### src/rtl/nvcs_pkg.sv
package nvcs_pkg;
  localparam int CSUM_W = 16;
  localparam logic [CSUM_W-1:0] CSUM_SEED = 16'hFFFF;

  typedef enum logic [2:0] {
    ST_IDLE,
    ST_FETCH,
    ST_DRAIN,
    ST_TAIL,
    ST_WR_HI,
    ST_WR_LO,
    ST_FIN
  } nvcs_state_t;
endpackage

### src/rtl/nvcs_fold.sv
module nvcs_fold
  import nvcs_pkg::*;
(
  input  logic [CSUM_W-1:0] acc_in,
  input  logic [CSUM_W-1:0] word_in,
  output logic [CSUM_W-1:0] acc_out
);
  logic [CSUM_W-1:0] diff;
  logic [3:0]        nib_lo;
  logic [3:0]        nib_mix;
  logic [CSUM_W-1:0] lo_ext;
  logic [CSUM_W-1:0] mix_ext;

  always_comb begin
    diff    = acc_in ^ word_in;
    nib_lo  = diff[3:0];
    nib_mix = diff[7:4] ^ nib_lo;
    lo_ext  = {12'h000, nib_lo};
    mix_ext = {12'h000, nib_mix};
    acc_out = (acc_in >> 8) ^ (lo_ext << 3) ^ (lo_ext << 8)
            ^ mix_ext ^ (mix_ext << 7) ^ (mix_ext << 12);
  end
endmodule

### src/rtl/nvcs_ctrl.sv
module nvcs_ctrl
  import nvcs_pkg::*;
#(
  parameter int AW = 10,
  localparam int CW = AW + 1
) (
  input  logic              clk,
  input  logic              rst,
  input  logic              go,
  input  logic [AW-1:0]     start_addr,
  input  logic [CW-1:0]     byte_count,
  input  logic [AW-1:0]     dest_addr,
  input  logic [7:0]        mem_rdata,
  input  logic [CSUM_W-1:0] acc_next,
  output logic [CSUM_W-1:0] acc_q,
  output logic [CSUM_W-1:0] step_word,
  output logic              mem_en,
  output logic              mem_we,
  output logic [AW-1:0]     mem_addr,
  output logic [7:0]        mem_wdata,
  output logic              busy,
  output logic              done
);
  nvcs_state_t   st;
  logic [AW-1:0] start_q, dest_q;
  logic          odd_q;
  logic [CW-1:0] rd_total_q, iss_cnt, rcv_cnt;
  logic          rd_v1, rd_v2;
  logic [7:0]    prev_q;
  logic [CW-1:0] fetch_total;

  // bytes to fetch: N+1 when any byte is needed, else none
  always_comb begin
    if (byte_count == '0) fetch_total = '0;
    else                  fetch_total = {byte_count[CW-1:1], 1'b0} + CW'(1);
  end

  assign step_word = (st == ST_TAIL) ? {prev_q, 8'h00} : {prev_q, mem_rdata};

  always_ff @(posedge clk) begin
    if (rst) begin
      st         <= ST_IDLE;
      start_q    <= '0;
      dest_q     <= '0;
      odd_q      <= 1'b0;
      rd_total_q <= '0;
      iss_cnt    <= '0;
      rcv_cnt    <= '0;
      rd_v1      <= 1'b0;
      rd_v2      <= 1'b0;
      prev_q     <= '0;
      acc_q      <= CSUM_SEED;
      mem_en     <= 1'b0;
      mem_we     <= 1'b0;
      mem_addr   <= '0;
      mem_wdata  <= '0;
      busy       <= 1'b0;
      done       <= 1'b0;
    end else begin
      mem_en <= 1'b0;
      mem_we <= 1'b0;
      done   <= 1'b0;
      rd_v1  <= (st == ST_FETCH);
      rd_v2  <= rd_v1;

      if (rd_v2) begin
        prev_q  <= mem_rdata;
        rcv_cnt <= rcv_cnt + CW'(1);
        if (rcv_cnt != '0) acc_q <= acc_next;
      end

      unique case (st)
        ST_IDLE: begin
          if (go) begin
            start_q    <= start_addr;
            dest_q     <= dest_addr;
            odd_q      <= byte_count[0];
            rd_total_q <= fetch_total;
            iss_cnt    <= '0;
            rcv_cnt    <= '0;
            acc_q      <= CSUM_SEED;
            busy       <= 1'b1;
            st         <= (byte_count == '0) ? ST_WR_HI : ST_FETCH;
          end
        end
        ST_FETCH: begin
          mem_en   <= 1'b1;
          mem_addr <= start_q + iss_cnt[AW-1:0];
          iss_cnt  <= iss_cnt + CW'(1);
          if (iss_cnt == rd_total_q - CW'(1)) st <= ST_DRAIN;
        end
        ST_DRAIN: begin
          if (!rd_v1 && !rd_v2) st <= odd_q ? ST_TAIL : ST_WR_HI;
        end
        ST_TAIL: begin
          acc_q <= acc_next;
          st    <= ST_WR_HI;
        end
        ST_WR_HI: begin
          mem_en    <= 1'b1;
          mem_we    <= 1'b1;
          mem_addr  <= dest_q;
          mem_wdata <= acc_q[15:8];
          st        <= ST_WR_LO;
        end
        ST_WR_LO: begin
          mem_en    <= 1'b1;
          mem_we    <= 1'b1;
          mem_addr  <= dest_q + AW'(1);
          mem_wdata <= acc_q[7:0];
          st        <= ST_FIN;
        end
        ST_FIN: begin
          done <= 1'b1;
          busy <= 1'b0;
          st   <= ST_IDLE;
        end
        default: st <= ST_IDLE;
      endcase
    end
  end

  logic [AW-1:0] rd_ofs;
  assign rd_ofs = mem_addr - start_q;


  done_pulse_chk: assert property (@(posedge clk) disable iff (rst)
    done |=> !done);

  done_after_write_chk: assert property (@(posedge clk) disable iff (rst)
    $rose(done) |-> $past(mem_we) && !busy);

  write_target_chk: assert property (@(posedge clk) disable iff (rst)
    mem_we |-> mem_en && (mem_addr == dest_q || mem_addr == dest_q + AW'(1)));

  read_window_chk: assert property (@(posedge clk) disable iff (rst)
    (mem_en && !mem_we) |-> ({1'b0, rd_ofs} < rd_total_q));

  go_ignored_chk: assert property (@(posedge clk) disable iff (rst)
    (busy && go) |=> $stable(dest_q) && $stable(rd_total_q));
endmodule

### src/rtl/nvcs_engine.sv
module nvcs_engine
  import nvcs_pkg::*;
#(
  parameter int AW = 10
) (
  input  logic            clk,
  input  logic            rst,
  input  logic            go,
  input  logic [AW-1:0]   start_addr,
  input  logic [AW:0]     byte_count,
  input  logic [AW-1:0]   dest_addr,
  output logic            mem_en,
  output logic            mem_we,
  output logic [AW-1:0]   mem_addr,
  output logic [7:0]      mem_wdata,
  input  logic [7:0]      mem_rdata,
  output logic            busy,
  output logic            done
);
  logic [CSUM_W-1:0] acc_q, acc_next, step_word;

  nvcs_ctrl #(.AW(AW)) u_ctrl (
    .clk(clk), .rst(rst), .go(go),
    .start_addr(start_addr), .byte_count(byte_count), .dest_addr(dest_addr),
    .mem_rdata(mem_rdata), .acc_next(acc_next), .acc_q(acc_q),
    .step_word(step_word), .mem_en(mem_en), .mem_we(mem_we),
    .mem_addr(mem_addr), .mem_wdata(mem_wdata), .busy(busy), .done(done)
  );

  nvcs_fold u_fold (
    .acc_in(acc_q), .word_in(step_word), .acc_out(acc_next)
  );
endmodule

### config.mk
export PLATFORM = sky130hd
export DESIGN_NAME = nvcs_engine
export DESIGN_NICKNAME = d
export VERILOG_FILES = /design/src/rtl/nvcs_pkg.sv /design/src/rtl/nvcs_fold.sv /design/src/rtl/nvcs_ctrl.sv /design/src/rtl/nvcs_engine.sv
export SDC_FILE = /design/constraint.sdc
export NUM_CORES = 1
export LEC_CHECK = 0
export ABC_AREA = 1
export BUFFER_PORTS_ARGS = -buffer_cell sky130_fd_sc_hd__buf_4
export CAP_MARGIN = 10
export CORE_UTILIZATION = 60
export CTS_CLUSTER_SIZE = 12
export DETAILED_ROUTE_END_ITERATION = 6
export PLACE_DENSITY = 0.92
export SLEW_MARGIN = 30
export SYNTH_ARGS = -nofsm -noshare
export SYNTH_HDL_FRONTEND = slang
export SYNTH_SLANG_ARGS = --single-unit
### constraint.sdc
create_clock -name clk -period 3.3 [get_ports clk]
set_clock_uncertainty 0.2 [all_clocks]
set_input_delay 0.165 -clock clk [delete_from_list [all_inputs] [get_ports clk]]
set_output_delay 0.165 -clock clk [all_outputs]
set_load 0.02 [all_outputs]
Yosys cells after proc, flatten, opt, wreduce, memory -nomap -nowiden
Index checks and enable logic that the tools add are counted.
{"block": "totals", "latch_bits": 0, "reg_bits": 97, "mem_bits_ro": 0, "n_memories": 0, "ramBits": 0}
{"block": "op_classes", "n_shift": 0, "reduce_logical": 16, "muxes": 24, "bitwise_logic": 7, "n_addsub": 6, "order_cmp": 0, "mul": 0, "div": 0, "n_eq_ne": 10}
{"op": "2-to-1 mux 11 bit", "n": 5}
{"op": "2-to-1 mux 16 bit", "n": 3}
{"op": "adder 11 x 1 -> 11 bit (second input constant)", "n": 3}
{"op": "one-hot mux 16 bit (2 select lines)", "n": 1}
{"op": "one-hot mux 10 bit (3 select lines)", "n": 1}
{"op": "one-hot mux 11 bit (2 select lines)", "n": 1}
{"op": "one-hot mux 3 bit (6 select lines)", "n": 1}
{"op": "one-hot mux 8 bit (2 select lines)", "n": 1}
{"op": "XOR 16 x 11 -> 16 bit", "n": 1}
{"op": "XOR 16 x 12 -> 16 bit", "n": 1}
{"op": "XOR 16 bit", "n": 1}
{"op": "XOR 16 x 4 -> 16 bit", "n": 1}
{"op": "2-to-1 mux 3 bit", "n": 5}
{"op": "== test 11 bit", "n": 1}
{"op": "logical NOT 11 bit", "n": 1}
{"op": "nonzero test 11 bit", "n": 1}
{"op": "subtractor 11 x 1 -> 11 bit (second input constant)", "n": 1}
{"op": "adder 10 x 1 -> 10 bit (second input constant)", "n": 1}
{"op": "adder 10 bit", "n": 1}
{"op": "== test 3 bit (second input constant)", "n": 3}
{"op": "2-to-1 mux 8 bit", "n": 1}
{"op": "XOR 8 x 7 -> 8 bit", "n": 1}
{"op": "XOR 8 bit", "n": 1}
{"op": "== test 3 x 2 -> 1 bit (second input constant)", "n": 2}
{"op": "other kinds (15)", "n": 24}

Logic depth before layout (Yosys ltp)
Gate-level depths: netlist (run 1).
{"block": "depth", "word_depth": 12, "depth_mapped": 15, "mapped_depth_nobuf": 15}

By module
A second synthesis (run 1) with hierarchy kept.
{"block": "unflattened", "hier_cells": 827, "area_unflattened_um2": 5706.7}
{"module": "nvcs_ctrl", "seq_area_each_um2": 2102.0, "n_inst": 1, "area_each_um2": 5250.0, "cells_per_inst": 718}
{"module": "nvcs_fold", "seq_area_each_um2": 0.0, "n_inst": 1, "area_each_um2": 456.7, "cells_per_inst": 109}

Least setup slack after synthesis (run 1)
Ideal clock, no wire load.
{"block": "synth_timing", "path_type": "register -> register", "startpoint": "reg u_ctrl.iss_cnt[0]", "endpoint": "reg u_ctrl.mem_addr[8]", "setup_time_ns": 0.070, "stages_incl_launch_ff": 13, "path_slack_ns": 1.311, "t_arrival_ns": 1.719, "path_cell_list": "dfxtp_1 -> ha_1 -> inv_1 -> fa_1 -> inv_1 -> nand3_1 -> nand2_1 -> a21oi_1 -> nor2_1 -> o21ai_0 -> nand3b_1 -> nand3_1 -> a21oi_1"}
{"block": "synth_between", "elab_chain_len": 2}
{"element": "from (decl)", "line_no": "nvcs_ctrl.sv:27", "rtl": "logic [CW-1:0] rd_total_q, iss_cnt, rcv_cnt;"}
{"element": "from (signal assigned)", "line_no": "nvcs_ctrl.sv:89", "rtl": "iss_cnt <= iss_cnt + CW'(1);"}
{"element": "adder 10 bit", "line_no": "nvcs_ctrl.sv:88", "rtl": "mem_addr <= start_q + iss_cnt[AW-1:0];"}
{"element": "one-hot mux 10 bit (3 select lines)", "line_no": "nvcs_ctrl.sv:72", "rtl": "unique case (st)"}
{"element": "to (signal assigned)", "line_no": "nvcs_ctrl.sv:88"}
{"element": "to (signal assigned)", "line_no": "nvcs_ctrl.sv:102", "rtl": "mem_addr <= dest_q;"}
{"element": "to (signal assigned)", "line_no": "nvcs_ctrl.sv:109", "rtl": "mem_addr <= dest_q + AW'(1);"}
{"element": "to (decl)", "line_no": "nvcs_ctrl.sv:19", "rtl": "output logic [AW-1:0] mem_addr,"}
No other way between the ends.
A chain may end at the register's enable or synchronous reset.

Final worst setup path (run 1)
{"block": "layout_timing", "startpoint": "reg u_ctrl.st[0]", "endpoint": "reg u_ctrl.rd_total_q[5]"}
{"block": "layout_between", "elab_chain_len": 2}
{"element": "from (decl)", "line_no": "nvcs_ctrl.sv:24", "rtl": "nvcs_state_t st;"}
{"element": "from (signal assigned)", "line_no": "nvcs_ctrl.sv:83", "rtl": "st <= (byte_count == '0) ? ST_WR_HI : ST_FETCH;"}
{"element": "from (signal assigned)", "line_no": "nvcs_ctrl.sv:93", "rtl": "if (!rd_v1 && !rd_v2) st <= odd_q ? ST_TAIL : ST_WR_HI;"}
{"element": "logical NOT 3 bit", "line_no": "nvcs_ctrl.sv:72"}
{"element": "AND reduction 2 bit (no source line)"}
{"element": "to (signal assigned)", "line_no": "nvcs_ctrl.sv:78", "rtl": "rd_total_q <= fetch_total;"}
{"element": "to (decl)", "line_no": "nvcs_ctrl.sv:27"}
No other way between the ends.

==> results of run 1 <==
-- final cells by class --
class	instances	area, um2
clock buffers	11	151
well taps	105	131
inverters	99	374
multi-input cells	467	2680
repair buffers	100	831
fillers	557	2050
clock inverters	5	62.6
flip-flops and latches	97	1940
-- worst min path at each step --
| stage | start | endpoint | slack, ns | cells past startpoint |
|---|---|---|---|---|
| 2_1_floorplan | dest_addr[9] | u_ctrl.dest_q[9] | 0.08 | 2 |
| 3_5_place_dp | dest_addr[4] | u_ctrl.dest_q[4] | 0.17 | 3 |
| 5_1_grt | go | u_ctrl.st[2] | 0.14 | 5 |
| 3_3_place_gp | dest_addr[9] | u_ctrl.dest_q[9] | 0.16 | 3 |
| 6_report | go | u_ctrl.st[2] | 0.09 | 5 |
| 4_1_cts | go | u_ctrl.st[2] | 0.08 | 5 |
-- cell families after synthesis --
| family | share of synthesized area |
|---|---|
| AND/OR/NAND/NOR | 0.230 |
| buffers and inverters | 0.0924 |
| XOR/XNOR | 0.0732 |
| adder cells (fa/ha/maj) | 0.0383 |
| flip-flops | 0.381 |
| AO/OA/AOI/OAI | 0.184 |
-- registers in the layout, indices dropped and copies added, names as in the netlist --
register and count:
u_ctrl.dest_q 10, u_ctrl.acc_q 16, u_ctrl.st 3, u_ctrl.rcv_cnt 11, u_ctrl.rd_v1 1, u_ctrl.done 1, u_ctrl.mem_wdata 8, u_ctrl.iss_cnt 11
u_ctrl.rd_total_q 11, u_ctrl.start_q 10, u_ctrl.rd_v2 1, u_ctrl.mem_we 1, u_ctrl.mem_addr 10, u_ctrl.busy 1, u_ctrl.odd_q 1, u_ctrl.mem_en 1
-- cell usage after synthesis (3+ instances only) --
| cell | instances |
|---|---|
| nand2_1 | 137 |
| dfxtp_1 | 97 |
| inv_1 | 87 |
| nor2_1 | 59 |
| o21ai_0 | 48 |
| nand3_1 | 35 |
| a21oi_1 | 33 |
| xor2_1 | 22 |
| o211ai_1 | 17 |
| a22o_1 | 14 |
| ha_1 | 14 |
| inv_2 | 10 |
| buf_2 | 8 |
| nor3_1 | 8 |
| o22ai_1 | 8 |
| nand4_1 | 7 |
| a211oi_1 | 6 |
| a31oi_1 | 6 |
| clkbuf_1 | 6 |
| nor2_2 | 5 |
| o221ai_1 | 5 |
| xnor2_1 | 5 |
| nand2_4 | 3 |
| xnor2_2 | 3 |
-- placed cells by master (no fill, tap or decap), drive strengths merged, types with 2 or more instances in the layout --
| cell | Yosys | routed |
|---|---|---|
| a221oi | 2 | 2 |
| xor2 | 26 | 26 |
| inv | 98 | 99 |
| o211ai | 18 | 18 |
| dlygate4sd3 | 0 | 32 |
| a22o | 14 | 14 |
| a31oi | 6 | 6 |
| nand4 | 7 | 7 |
| nor2 | 66 | 66 |
| clkbuf | 6 | 11 |
| a31o | 2 | 2 |
| o22ai | 8 | 8 |
| ha | 14 | 14 |
| o21ai | 50 | 50 |
| nand3 | 37 | 37 |
| clkinv | 1 | 2 |
| buf | 12 | 68 |
| dfxtp | 97 | 97 |
| a211oi | 6 | 6 |
| nor3 | 9 | 9 |
| clkinvlp | 0 | 2 |
| nor3b | 2 | 2 |
| nand2 | 141 | 141 |
| a21oi | 33 | 33 |
| or2 | 2 | 2 |
| and2 | 2 | 2 |
| o221ai | 5 | 5 |
| xnor2 | 8 | 8 |
-- worst max-delay path: stages, from the launching register on --
cell     delay (ns)
dfxtp_1        0.48
nor3_2         0.30
inv_2          0.06
nor2_1         0.19
inv_2          0.13
nor2_2         0.56
nand2_1        0.33
o22ai_1        0.21
-- routing by layer --
metal	global-route usage	vias to the layer above
met4	0.172	0
met3	0.0445	61
met2	0.561	283
met1	0.386	2315
met5	0	-
li1	-	2435
-- metrics by stage --
stage          power [W]  area (um2)  setup WS (ns)  instances  hold slack [ns]
2_1_floorplan    0.00183        5090           1.31        681           0.0752
3_3_place_gp     0.00200        5640          0.990        836            0.161
3_5_place_dp     0.00203        5640          0.897        836            0.175
4_1_cts          0.00287        6170          0.871        884           0.0778
5_1_grt          0.00303        6170          0.588        884            0.143
6_report         0.00290        6170          0.768        884           0.0902
-- repair_timing --
action / 4_1_cts / 5_1_grt
setup endpoints to repair: 0 / 0
hold buffers: 32 / 0
endpoints found under the hold margin: 46 / 0
-- power by group --
part	leakage, nW	internal, W	switching (W)
combinational	1.91	0.000288	0.000432
clock	0.102	0.000396	0.000437
sequential	0.790	0.00126	0.0000834
total	2.81	0.00194	0.000953
==> metrics.md, run 1 <==
| Metric | Value |
|---|---|
| DR WL/cell | `approximately 16 um` |
| R2R Path Start | `u_ctrl.st[0]` |
| Ant. Diodes | `0` |
| Clock Tree Buf Depth | `2` |
| Die Y-Extent | `between 90 and 100 um` |
| Fmax | `~390 MHz` |
| CP Class | `reg -> reg` |
| Post-Route M1 WL | `roughly 5500 um` |
| Final Hold Viols | `0` |
| Drt first pass iters | `7` |
| Global-route wire length before repair | `roughly 22000 um` |
| CTS tree | `built` |
| Mapped Cells | `approximately 680` |
| Crit path time final | `~2.5 ns` |
| Finished Core Util | `0.751` |
| DRT antenna net count | `0` |
| Met3 wire length | `slightly below 1000 um` |
| Max layer used | `met4` |
| Post-cts resize count | `0` |
| Worst-path fanout max | `15` |
| Initial DRC Count | `between 400 and 500` |
| Area Overhead vs Synth | `21.2%` |
| Worst Setup End Kind | `register` |
| Synth Warn # | `0` |
| RSZ-0062 raised after global routing | `false` |
| Clock latency on the worst-skew pair | `0.38 ns` |
| Initial antenna violation count | `0` |
| Routability cong. | `0.942` |
| Congestion Overflow GR | `0` |
| Critical path required time | `approximately 3.4 ns` |
| DRC Markers | `0` |
| Leakage power total | `2.81 nW` |
| CTS buffer count | `9` |
| Post-synth ARST share | `0` |
| Max VDD drop | `between 0.0002 and 0.00025 V` |
| Worst setup endpoint | `u_ctrl.rd_total_q[5]` |
| Fin crit share | `0.767` |
| Post-synthesis register bit count | `between 90 and 100` |
| Status | `complete, no violations` |
| Port bufs | `63` |
| Syn_nets | `roughly 740` |
| Slew HR | `0.536` |
| Count of pins over their slew limit | `0` |
| R2R Path End | `u_ctrl.rd_total_q[5]` |
| Fin Setup TNS | `0 ns` |
| Worst-Margin Slew | `0.695 ns` |
| Layout cell share with drive strength beyond 1 | `0.155` |
| Nets@finish | `831` |
| Ranking of synthesized cells by area | `dfxtp_1 (38%), nand2_1 (10%), inv_1 (6.4%)` |
| Final setup viols | `0` |
| Pwr dens | `between 400 and 500 nW/um2` |
| Vias in the first global route | `between 5000 and 6000` |
| R2R depth | `7` |
| Mean Syn Cell Area | `about 7.5 um2` |
| Via/cell ratio | `around 5.8` |
| H-tree depth | `3` |
| Post-CTS Repair Setup Buffers | `0` |
| Register area share after synthesis | `0.381` |
| Netlist cell types | `slightly above 50` |
| Root Buffer | `clkbuf_8` |
| Dominant cell type by area after synthesis | `dfxtp_1` |
| Share of the synthesized area in the top cell type | `0.381` |
| R2R setup slack | `~0.77 ns` |
| Critical path origin | `u_ctrl.st[0]` |
| CP Launch Type | `register` |
| Core footprint | `8220 um2` |
| GRT Total Usage | `0.324` |
| Clk pin slew, worst setup/hold paths | `about 0.09 ns` |
| Dpl hpwl | `roughly 9100 um` |
| Largest net degree at the start of global routing | `36` |
| Hold WC Path Type | `in -> reg` |
| Worst EP arrival | `roughly 2.6 ns` |
| Core Rows | `33` |
| DR vias | `5094` |
| Max-cap viol count | `0` |
| Die footprint | `around 8900 um2` |
| Post-synth EDFFs | `0` |
| Clock net sink count | `97` |
| Starting Density | `0.620` |
| # IOs | `between 60 and 70` |
| WL met2 | `just under 7000 um` |
| Routed wire length | `13800 um` |
| Die Width | `approximately 94 um` |
| Top_reg_cell synth | `dfxtp_1` |
| Syn Std Cell Area | `roughly 5100 um2` |
Power figures use the tool's default switching activity.
==> run 2, diff against run 1 <==
CORE_UTILIZATION = 53   (was 60)
PLACE_DENSITY = 0.87   (was 0.92)
clock period = 2.3 ns   (was 3.3 ns; I/O delays follow)
==> run 2 against run 1 <==
Register-to-register slack got worse by 0.70 ns; global-route usage decreased by 5.1 points; routed wire length decreased by 3.4%; clock power increased by 34%; first-iteration DRC count decreased by 22%; non-clock buffer count increased by 6; setup slack got worse by 0.70 ns; total power increased by 42%; sequential power increased by 43%; flip-flop and latch count unchanged; critical endpoint is now u_ctrl.mem_addr[8]; sequential share of layout area decreased by 0.48 points.
==> metrics.md, run 2 (synthesized netlist as in run 1, its figures left out) <==
| Metric | Value |
|---|---|
| Via/cell ratio | `5.51 (was 5.76)` |
| Routed wire length | `13300 um (was 13800 um)` |
| Clk pin slew, worst setup/hold paths | `0.10 ns (was 0.09 ns)` |
| Power Total | `0.00413 W (was 0.00290 W)` |
| Final setup viols | `0 (unchanged)` |
| Most frequent cells in the layout | `nand2_1 (136), dfxtp_1 (93), inv_1 (87) (was nand2_1 (137), dfxtp_1 (97), inv_1 (87))` |
| Die footprint | `10000 um2 (was 8860 um2)` |
| Area Overhead vs Synth | `23.5% (was 21.2%)` |
| Reg area | `1950 um2 (was 1940 um2)` |
| RSZ-0062 raised after global routing | `true (was false)` |
| Initial antenna violation count | `0 (unchanged)` |
| R2R setup slack | `0.07 ns (was 0.77 ns)` |
| Most common cell after layout, fill and taps aside | `nand2_1 (unchanged)` |
| Global-route wire length before repair | `21500 um (was 22400 um)` |
| Final Hold Viols | `0 (unchanged)` |
| Fillers | `742 (was 557)` |
| CTS tree | `built (unchanged)` |
| Area of the multi-input gates | `2720 um2 (was 2680 um2)` |
| Crit-path max cell delay | `0.38 ns (was 0.56 ns)` |
| Slowest CP cell | `dfxtp_4 (was nor2_2)` |
| Worst-path fanout max | `5 (was 15)` |
| Die Y-Extent | `100 um (was 94.1 um)` |
| Clock net sink count | `97 (unchanged)` |
| Max reg flops | `16 (unchanged)` |
| Largest net degree at the start of global routing | `36 (unchanged)` |
| Slew HR | `0.558 (was 0.536)` |
| Port bufs | `63 (unchanged)` |
| Hold WC Path Type | `in -> reg (unchanged)` |
| Fmax | `449 MHz (was 395 MHz)` |
| DR vias | `5031 (was 5094)` |
| Clock latency on the worst-skew pair | `0.38 ns (about the same)` |
| Most used routing layer in global routing | `met2 (unchanged)` |
| Top cell family by delay on the critical path | `simple AND/OR/NAND/NOR gates (unchanged)` |
| CP Launch Type | `register (unchanged)` |
| Core Rows | `35 (was 33)` |
| Initial DRC Count | `324 (was 414)` |
| Crit path cell chain | `ha_2, inv_1, fa_1, inv_1, nand3_1, nand2_2, a21oi_1, nor2_1, o21ai_1, nand3b_1, nand3_1, a21oi_2 (was nor3_2, inv_2, nor2_1, inv_2, nor2_2, nand2_1, o22ai_1)` |
| Routability cong. | `0.921 (was 0.942)` |
| # IOs | `64 (unchanged)` |
| Count of pins over their slew limit | `0 (unchanged)` |
| Root Buffer | `clkbuf_8 (unchanged)` |
| CP Buf/Inv Count | `2 (unchanged)` |
| Status | `complete, no violations (unchanged)` |
| Core footprint | `9280 um2 (was 8220 um2)` |
| Fin crit share | `0.969 (was 0.767)` |
| Max-cap viol count | `0 (unchanged)` |
| Final worst slack | `0.0720 ns (was 0.768 ns)` |
| CP Class | `reg -> reg (unchanged)` |
| R2R depth | `12 (was 7)` |
| Nets@finish | `837 (was 831)` |
| Die Width | `100 um (was 94.1 um)` |
| Congestion Overflow GR | `0 (unchanged)` |
| H-tree depth | `3 (unchanged)` |
| Crit path time final | `2.23 ns (was 2.53 ns)` |
| Drt first pass iters | `6 (was 7)` |
| Ant. Diodes | `0 (unchanged)` |
| Met3 Use GR | `0.0682 (was 0.0445)` |
| Crit path depth | `12 (was 7)` |
| Leakage power total | `2.84 nW (was 2.81 nW)` |
| Worst-Margin Slew | `0.661 ns (was 0.695 ns)` |
| Top reg by flops | `u_ctrl.acc_q (unchanged)` |
| GRT met1 Usage | `0.310 (was 0.386)` |
| Vias in the first global route | `4849 (was 5009)` |
| Starting Density | `0.548 (was 0.620)` |
| Pwr dens | `656 nW/um2 (was 469 nW/um2)` |
| Max VDD drop | `0.000473 V (was 0.000237 V)` |
| DRT antenna net count | `0 (unchanged)` |
| Worst Setup End Kind | `register (unchanged)` |
| CTS buffer count | `9 (unchanged)` |
| Clock Tree Buf Depth | `2 (unchanged)` |
| Worst slack, placed | `0.0714 ns (was 0.897 ns)` |
| DRC Markers | `0 (unchanged)` |
| Worst EP arrival | `2.35 ns (was 2.62 ns)` |
| Grt met2 use | `0.493 (was 0.561)` |
| DR WL/cell | `14.6 um (was 15.6 um)` |
| Dpl hpwl | `9210 um (was 9110 um)` |
| Critical path required time | `2.42 ns (was 3.38 ns)` |
| GRT Total Usage | `0.273 (was 0.324)` |
| Layout cell share with drive strength beyond 1 | `0.175 (was 0.155)` |
| Hold depth | `5 (unchanged)` |
==> run 2: cell count changes in the layout (fill, tap and decap cells not counted), moves of 2 or more <==
cell	delta
dfxtp_2	+3
dfxtp_1	-4
ha_1	-2
buf_4	+5
a21oi_1	-2
a21oi_2	+2
==> run 2: area by class of cell <==
| class | instances | area share |
|---|---|---|
| Timing Repair Buffer | 106 | 0.141 |
| Multi-Input combinational cell | 467 | 0.433 |
| Sequential cell | 97 | 0.310 |
| Inverter | 99 | 0.0595 |
| Clock buffer | 11 | 0.0225 |
| Clock inverter | 4 | 0.00816 |
| Tap cell | 129 | 0.0257 |
==> run 2: final timing paths <==
kind                      from                 end
min                         go        u_ctrl.st[2]
max reg2reg  u_ctrl.iss_cnt[0]  u_ctrl.mem_addr[8]
max          u_ctrl.iss_cnt[0]  u_ctrl.mem_addr[8]
min reg2reg       u_ctrl.rd_v1        u_ctrl.rd_v2
==> run 2: metrics by stage <==
| step | cell area (um2) | std cells | utilization | TNS (ns) | hold slack, ns |
|---|---|---|---|---|---|
| floorplan | 5090 | 681 | - | 0 | 0.0252 |
| global placement | 5700 | 863 | 0.614 | 0 | 0.112 |
| detailed placement | 5700 | 863 | 0.614 | 0 | 0.120 |
| CTS | 6210 | 910 | 0.669 | 0 | 0.0300 |
| global route | 6290 | 913 | 0.677 | -0.0654 | 0.0861 |
| finish | 6290 | 913 | 0.677 | 0 | 0.0512 |
==> run 2: power by group <==
part | total, W | internal (W) | switching, W | leakage (nW)
clock network | 0.00112 | 0.000529 | 0.000594 | 0.0958
logic | 0.00109 | 0.000446 | 0.000641 | 1.95
registers | 0.00192 | 0.00181 | 0.000106 | 0.792
==> run 2: repair_timing <==
| action | 4_1_cts | 5_1_grt |
|---|---|---|
| buffers inserted | 0 | 3 |
| hold buffers | 32 | 0 |
| gates resized for setup | 0 | 16 |
| endpoints found under the setup margin | 0 | 6 |
| endpoints found under the hold margin | 47 | 0 |
==> run 2: layer usage <==
metal	part of all wire	wire (um)	up-vias
met3	0.068	906	38
met4	0.028	368	0
met5	0	0	-
met1	0.40	5340	2342
met2	0.50	6670	209
li1	-	-	2442
==> run 2: worst reg2reg max path: stages (launching register included) <==
cell and delay, ns:
dfxtp_4 0.38, ha_2 0.20, inv_1 0.06, fa_1 0.35, inv_1 0.09, nand3_1 0.08
nand2_2 0.09, a21oi_1 0.08, nor2_1 0.17, o21ai_1 0.11, nand3b_1 0.11, nand3_1 0.11
a21oi_2 0.14
